$ cat config.mk
export PLATFORM = sky130hd
export DESIGN_NAME = rev_depth_layer
export DESIGN_NICKNAME = d
export VERILOG_FILES = /design/src/rtl/rdl_pkg.sv /design/src/rtl/rdl_lineset.sv /design/src/rtl/rdl_layer_track.sv /design/src/rtl/rdl_tally.sv /design/src/rtl/rev_depth_layer.sv
export SDC_FILE = /design/constraint.sdc
export NUM_CORES = 1
export LEC_CHECK = 0
export ABC_CLOCK_PERIOD_IN_PS = 2400
export BUFFER_PORTS_ARGS = -buffer_cell sky130_fd_sc_hd__buf_2
export CAP_MARGIN = 20
export CORE_MARGIN = 8
export CORE_UTILIZATION = 49
export CTS_CLUSTER_DIAMETER = 40
export DETAILED_ROUTE_END_ITERATION = 7
export PLACE_DENSITY = 0.78
export RECOVER_POWER = 50
export SLEW_MARGIN = 10
export SYNTH_ARGS = -nofsm -noshare
export SYNTH_HDL_FRONTEND = slang
export SYNTH_SLANG_ARGS = --single-unit
export TNS_END_PERCENT = 30
$ cat constraint.sdc
create_clock -name clk -period 2.4 [get_ports clk]
set_input_delay 0.24 -clock clk [delete_from_list [all_inputs] [get_ports clk]]
set_output_delay 0.24 -clock clk [all_outputs]
set_load 0.01 [all_outputs]
$ cat src/rtl/rdl_pkg.sv
package rdl_pkg;
  // Next-layer decision for one incoming gate.
  typedef struct packed {
    logic open_new;   // gate starts a fresh layer
    logic collide;    // gate touches a line already in the open layer
  } rdl_step_t;
endpackage

$ cat src/rtl/rdl_lineset.sv
module rdl_lineset #(
  parameter int LINES = 8,
  parameter int TGT_W = 3
) (
  input  logic [LINES-1:0] ctrl_mask,
  input  logic [TGT_W-1:0] tgt_idx,
  output logic [LINES-1:0] line_set
);
  // One bit per line: controls plus the decoded target.
  for (genvar i = 0; i < LINES; i++) begin : g_line
    assign line_set[i] = ctrl_mask[i] | (tgt_idx == TGT_W'(i));
  end
endmodule

$ cat src/rtl/rdl_layer_track.sv
module rdl_layer_track
  import rdl_pkg::*;
#(
  parameter int LINES = 8,
  parameter int CNT_W = 16
) (
  input  logic             clk,
  input  logic             rst_n,
  input  logic             restart,
  input  logic             take,
  input  logic [LINES-1:0] line_set,
  output logic [CNT_W-1:0] layer_now,
  output logic [CNT_W-1:0] depth
);
  logic [LINES-1:0] occ_q;
  logic [CNT_W-1:0] depth_q;
  rdl_step_t        step;

  always_comb begin
    step.collide  = |(occ_q & line_set);
    step.open_new = (depth_q == '0) | step.collide;
    layer_now     = step.open_new ? depth_q + CNT_W'(1) : depth_q;
  end

  always_ff @(posedge clk or negedge rst_n) begin
    if (!rst_n) begin
      occ_q   <= '0;
      depth_q <= '0;
    end else if (restart) begin
      occ_q   <= '0;
      depth_q <= '0;
    end else if (take) begin
      depth_q <= layer_now;
      occ_q   <= step.open_new ? line_set : (occ_q | line_set);
    end
  end

  assign depth = depth_q;
endmodule

$ cat src/rtl/rdl_tally.sv
module rdl_tally #(
  parameter int CNT_W = 16
) (
  input  logic             clk,
  input  logic             rst_n,
  input  logic             clr,
  input  logic             eoc,
  input  logic             take,
  input  logic [CNT_W-1:0] depth,
  output logic             res_valid,
  output logic [CNT_W-1:0] res_depth,
  output logic [CNT_W-1:0] res_gates
);
  logic [CNT_W-1:0] cnt_q;

  always_ff @(posedge clk or negedge rst_n) begin
    if (!rst_n) begin
      cnt_q     <= '0;
      res_valid <= 1'b0;
      res_depth <= '0;
      res_gates <= '0;
    end else if (clr) begin
      cnt_q     <= '0;
      res_valid <= 1'b0;
      res_depth <= '0;
      res_gates <= '0;
    end else if (eoc) begin
      cnt_q     <= '0;
      res_valid <= 1'b1;
      res_depth <= depth;
      res_gates <= cnt_q;
    end else if (take) begin
      cnt_q <= cnt_q + CNT_W'(1);
    end
  end
endmodule

$ cat src/rtl/rev_depth_layer.sv
module rev_depth_layer #(
  parameter int LINES = 8,
  parameter int CNT_W = 16,
  localparam int TGT_W = (LINES > 1) ? $clog2(LINES) : 1
) (
  input  logic             clk,
  input  logic             rst_n,
  input  logic             clr,
  input  logic             eoc,
  input  logic             gate_valid,
  output logic             gate_ready,
  input  logic [LINES-1:0] gate_ctrl,
  input  logic [TGT_W-1:0] gate_tgt,
  output logic             tag_valid,
  input  logic             tag_ready,
  output logic [CNT_W-1:0] tag_layer,
  output logic             res_valid,
  output logic [CNT_W-1:0] res_depth,
  output logic [CNT_W-1:0] res_gates
);
  logic [LINES-1:0] line_set;
  logic [CNT_W-1:0] depth;
  logic             take;

  assign gate_ready = tag_ready & ~clr & ~eoc;
  assign tag_valid  = gate_valid;
  assign take       = gate_valid & gate_ready;

  rdl_lineset #(.LINES(LINES), .TGT_W(TGT_W)) u_lineset (
    .ctrl_mask(gate_ctrl),
    .tgt_idx  (gate_tgt),
    .line_set (line_set)
  );

  rdl_layer_track #(.LINES(LINES), .CNT_W(CNT_W)) u_track (
    .clk      (clk),
    .rst_n    (rst_n),
    .restart  (clr | eoc),
    .take     (take),
    .line_set (line_set),
    .layer_now(tag_layer),
    .depth    (depth)
  );

  rdl_tally #(.CNT_W(CNT_W)) u_tally (
    .clk      (clk),
    .rst_n    (rst_n),
    .clr      (clr),
    .eoc      (eoc),
    .take     (take),
    .depth    (depth),
    .res_valid(res_valid),
    .res_depth(res_depth),
    .res_gates(res_gates)
  );
endmodule

## Word-level counts from Yosys, hierarchy flattened

Index checks and enable logic that the tools add are counted.

- Flip-flop bits (word level): 73
- Bits of input ports: 17
- Logic and storage cells: 53

- $add $sub $neg: 2
- Equality and inequality tests: 7
- Multiplexer cells: 15
- Bitwise operators: 17
- Reduce and logical (&&, ||, !) cells: 6

Operator list:

| kind | number |
|---|---|
| $mux 16 | 10 |
| $add 16x1->16 const B | 2 |
| $mux 8 | 3 |
| $logic_not 16->1 | 1 |
| $eq 3x3->1 const B | 4 |
| $or 1x1->1 | 10 |
| $and 8x8->8 | 1 |
| $or 8x8->8 | 1 |
| $reduce_or 8->1 | 1 |
| $eq 3x2->1 const B | 2 |
| $reduce_bool 2->1 | 2 |
| $and 1x1->1 | 3 |
| $eq 3x1->1 const B | 1 |
| $logic_not 3->1 | 1 |
| $reduce_bool 3->1 | 1 |
| $mux 1 | 2 |
| $not 1->1 | 2 |

## Depth between registers and ports, before layout

- Depth in word-level cells: 8
- Depth in mapped cells: 10
- Mapped depth without buffers: 8

## Hierarchy

From an unflattened synthesis, not the netlist that was laid out.

- Cell total of the unflattened synthesis: 386
- Area total of the unflattened synthesis: 3786.1 um2

Modules (own cells, without submodules):

| module | instances | cells each | area an instance (um2) | seq. area each (um2) |
|---|---|---|---|---|
| rdl_tally | 1 | 190 | 2157.1 | 1226.2 |
| rdl_layer_track | 1 | 177 | 1502.7 | 600.6 |
| rdl_lineset | 1 | 15 | 92.6 | 0.0 |
| rev_depth_layer | 1 | 4 | 33.8 | 0.0 |

## Least setup slack after synthesis

OpenSTA, ideal clock, no wires.

- Path type: register to output
- From: register u_track.occ_q[3]
- To: output tag_layer[1]
- Arrival: 1.873 ns
- Setup slack: 0.287 ns
- Stages on the path, launching flop included: 8
- Path buffers: 2
- Cells stage by stage: dfrtp_1 a222oi_1 a21boi_0 o2111ai_1 or2_0 buf_2 buf_6 o21ai_0

- Word-level cells in the longest chain between the ends: 4

Ends and longest elaborated chain:

| what | line | text |
|---|---|---|
| from (decl) | rdl_layer_track.sv:15 | `logic [LINES-1:0] occ_q;` |
| from (signal assigned) | rdl_layer_track.sv:34 | `occ_q <= step.open_new ? line_set : (occ_q \| line_set);` |
| $and 8x8->8 | rdl_layer_track.sv:20 | `step.collide = \|(occ_q & line_set);` |
| $reduce_or 8->1 | rdl_layer_track.sv:20 |  |
| $or 1x1->1 | rdl_layer_track.sv:21 | `step.open_new = (depth_q == '0) \| step.collide;` |
| $mux 16 | rdl_layer_track.sv:22 | `layer_now = step.open_new ? depth_q + CNT_W'(1) : depth_q;` |
| to (decl) | rev_depth_layer.sv:16 | `output logic [CNT_W-1:0] tag_layer,` |

No other way between the ends.

## Final worst setup path

- From: register u_track.occ_q[4]
- To: output tag_layer[2]

The elaborated chain is that of the path after synthesis.

==> metrics.yaml <==
outcome: "finished with violations"
violations: "max-capacitance violations, max-slew violations, negative setup slack"
period_share_pct: 108
setup_ws_ns: -0.192
synthFlopType: "dfrtp_1"
cts_max_path_buffers: 2
reg2reg_to: "u_track.depth[13]"
seqCellArea_um2: 1830
synthCells: 395
worst_path_dominant_cell_family: "compound AO/OA/AOI/OAI gates"
p_per_area_nw_per_um2: 510
htree_num_levels: 3
setup_viol: 16
clockRootBuffer: "clkbuf_8"
arrival_ns: 2.35
synth_edf_count: 0
layout.nets: 500
cap_violations: 1
core_area_um2: 7650
n_antenna_cell: 0
viasPerCell: 5.53
grt_first_pass_wirelength_mm: 16.3
place_ws_ns: -0.0672
maxSlewHeadroom_pct: -1.74
reg2reg_from: "u_track.depth[1]"
synth.net_count: 415
wl_per_cell_um: 17.0
worstMarginPinSlew_ns: 1.53
place_area_um2: 4290
ys_seq_elements: 73
seq_area_frac_synth_pct: 47.6
finalHoldViolCount: 0
worstSkewPairLatency_ns: 0.34
fin_crit_ns: 2.59
dp_cells: 561
fill_cells: 664
globalRouteOverflowTotal: 0
grt_use_total_pct: 17.9
leakage_nw: 2.31
initialDrtViolationCount: 200
ys_types: 48
first_pass_iters: 4
hp-class: "in -> reg"
cp_slowest_stage_delay_ns: 0.40
antenna_left: 0
cts_tree: "done"
via_count: 3244
clk_pin_slew_ns: 0.08
multi_input_area_um2: 1930
cp_num_buf_inv: 3
route.detailed.drc: 0
fmax_ghz: 0.386
yosysWarnings: 0
drive_gt1_share_pct: 26.4
ios: 68
port_buffers: 67
ir_drop_mv: 0.382
cts_buffers: 9
hpwlAfterDp_mm: 6.81
grt_max_degree: 34
place_congestion: 0.876
cp_max_fo: 7
worstSetupEndpointType: "primary output"
clock-skew-final_ns: 0.00710
grt_pass1_vias: 3371
fin_cells: 587
initial_core_util_pct: 50.2
fin_util_pct: 61.7
crit_chain: "a222oi_1 > a21boi_2 > o2111ai_2 > buf_4 > or2_4 > buf_12 > nand2_4 > xnor2_2 > buf_2"
antenna_found_initial: 0
cp.required_ns: 2.16
fp.dieW_um: 105
crit_type: "reg -> out"
crit_path_start_kind: "flop"
synth_area_um2: 3840
area_growth_pct: 22.8
rrSetupSlack_ns: 0.11
crit_path_end: "tag_layer[2]"
stdcell_area_um2: 4720
wl_mm: 10.0
rsz0062_at_grt: "yes"
drv_slew: 28
clkSinkCount: 73
r2r_cells: 11
die_area_um2: 10900
rows: 32
critical-path-slowest-cell: "dfrtp_1"
syn_area_per_cell_um2: 9.72
startpoint: "u_track.occ_q[4]"
die_h_um: 105
cp.depth: 9
async_reset_ff_share_pct: 100
==> worst min path at each step <==
stage	endpoint	depth (start not counted)	startpoint	slack, ns
CTS	u_track.occ_q[6]	3	gate_ctrl[6]	0.17
floorplan	u_tally.cnt_q[0]	0	rst_n	-0.06
detailed placement	u_tally.res_depth[12]	1	rst_n	0.29
global placement	u_tally.res_depth[13]	1	rst_n	0.28
finish	u_track.occ_q[6]	3	gate_ctrl[6]	0.18
global route	u_track.occ_q[6]	3	gate_ctrl[6]	0.20
==> cell usage after synthesis, drive strengths merged (4+ instances only) <==
library cell   n  area share, %
a21oi         13            1.7
nor2          69            6.8
or3            9            1.5
dfrtp         73             48
or2            4           0.65
nand2         31            3.0
and3           4           0.65
xor2          15            3.4
inv            7           0.68
a31o           4           0.91
o21ai         21            2.8
nand4          6            1.4
a31oi          6           0.98
clkbuf        17            2.5
nor3           4           0.52
xnor2         15            3.4
and2           6           0.98
nand3         19            2.7
buf           15            3.6
mux2i         32            8.3
==> kinds of logic (layout without fill, tap and decap cells) <==
kind of cell             Yosys count  count (layout)  share of synthesized area, %
XOR/XNOR                          30              30                          6.84
adder cells (fa/ha/maj)            3               3                         0.977
AND/OR/NAND/NOR                  163             163                          20.8
AO/OA/AOI/OAI                     55              55                          8.80
buffers and inverters             39             129                          6.71
multiplexers                      32              32                          8.34
flip-flops                        73              73                          47.6
==> sequential cells by signal (all words and copies together) (netlist names) <==
register           cells
u_tally.cnt_q         16
u_tally.res_depth     16
u_tally.res_gates     16
u_track.depth         16
u_track.occ_q          8
u_tally.res_valid      1
==> worst reg2reg max path, cell delays in order (launching register included) <==
cell       delay, ns
dfrtp_1         0.38
inv_1           0.09
ha_1            0.19
nor4b_4         0.19
nand4_1         0.20
o2111ai_4       0.18
buf_4           0.16
buf_4           0.11
o21ai_2         0.07
buf_4           0.19
or3_1           0.32
a21oi_1         0.14
==> power by group <==
part / switching [W] / total (W) / internal [W]
sequential: 0.00000426 / 0.00124 / 0.00124
combinational: 0.000132 / 0.000205 / 0.0000728
clock: 0.000453 / 0.000958 / 0.000505
total: 0.000589 / 0.00240 / 0.00181
==> metrics by stage <==
step | TNS (ns) | total power, W | hold slack, ns
after global routing | -3.20 | 0.00248 | 0.197
after global placement | 0 | 0.00144 | 0.278
after floorplan | 0 | 0.00137 | -0.0556
final | -1.51 | 0.00240 | 0.183
after CTS | -0.951 | 0.00242 | 0.170
after detailed placement | -0.295 | 0.00144 | 0.290
==> routing by layer <==
metal  vias up  global-route usage, %  wire length, um
met5         -                      0                0
met4         0                   5.58              103
met3        14                   4.05              606
met2       115                   31.4             5110
met1      1606                   21.2             4170
li1       1509                      -                -
==> final cells by class <==
class,count,share of cell area [%]
clock buffer,11,3.00
clock inverter,5,1.17
inverter,7,0.557
multi-input combinational,283,41.0
sequential,73,38.8
tap,102,2.71
timing repair buffer,106,12.8
==> repair_timing <==
| item | 4_1_cts | 5_1_grt |
|---|---|---|
| pin swaps | 8 | 3 |
| endpoints found under the setup margin | 20 | 16 |
| gates resized for setup | 35 | 10 |
| hold endpoints to repair | 25 | 0 |
| cloned | 1 | 0 |
| setup buffers | 7 | 1 |
| hold buffers | 1 | 0 |
==> layout by cell type (no fill, tap or decap), types with 4 or more instances in the layout <==
master | synthesis | final
dfrtp_1 | 73 | 72
mux2i_1 | 32 | 32
xor2_1 | 15 | 15
nand3_2 | 2 | 4
or3_1 | 9 | 9
a31oi_1 | 6 | 6
inv_1 | 7 | 6
and2_1 | 6 | 6
nor2_1 | 68 | 66
xnor2_2 | 0 | 6
nand2_1 | 31 | 24
nand3_1 | 17 | 15
o21ai_0 | 20 | 19
clkbuf_8 | 3 | 10
buf_4 | 6 | 33
a21oi_1 | 13 | 13
xnor2_1 | 15 | 9
clkbuf_1 | 13 | 33
buf_2 | 3 | 36
a31o_2 | 4 | 4
nand2_2 | 0 | 4
nand4_1 | 5 | 5
No activity file was read; power rests on OpenSTA's default activity.
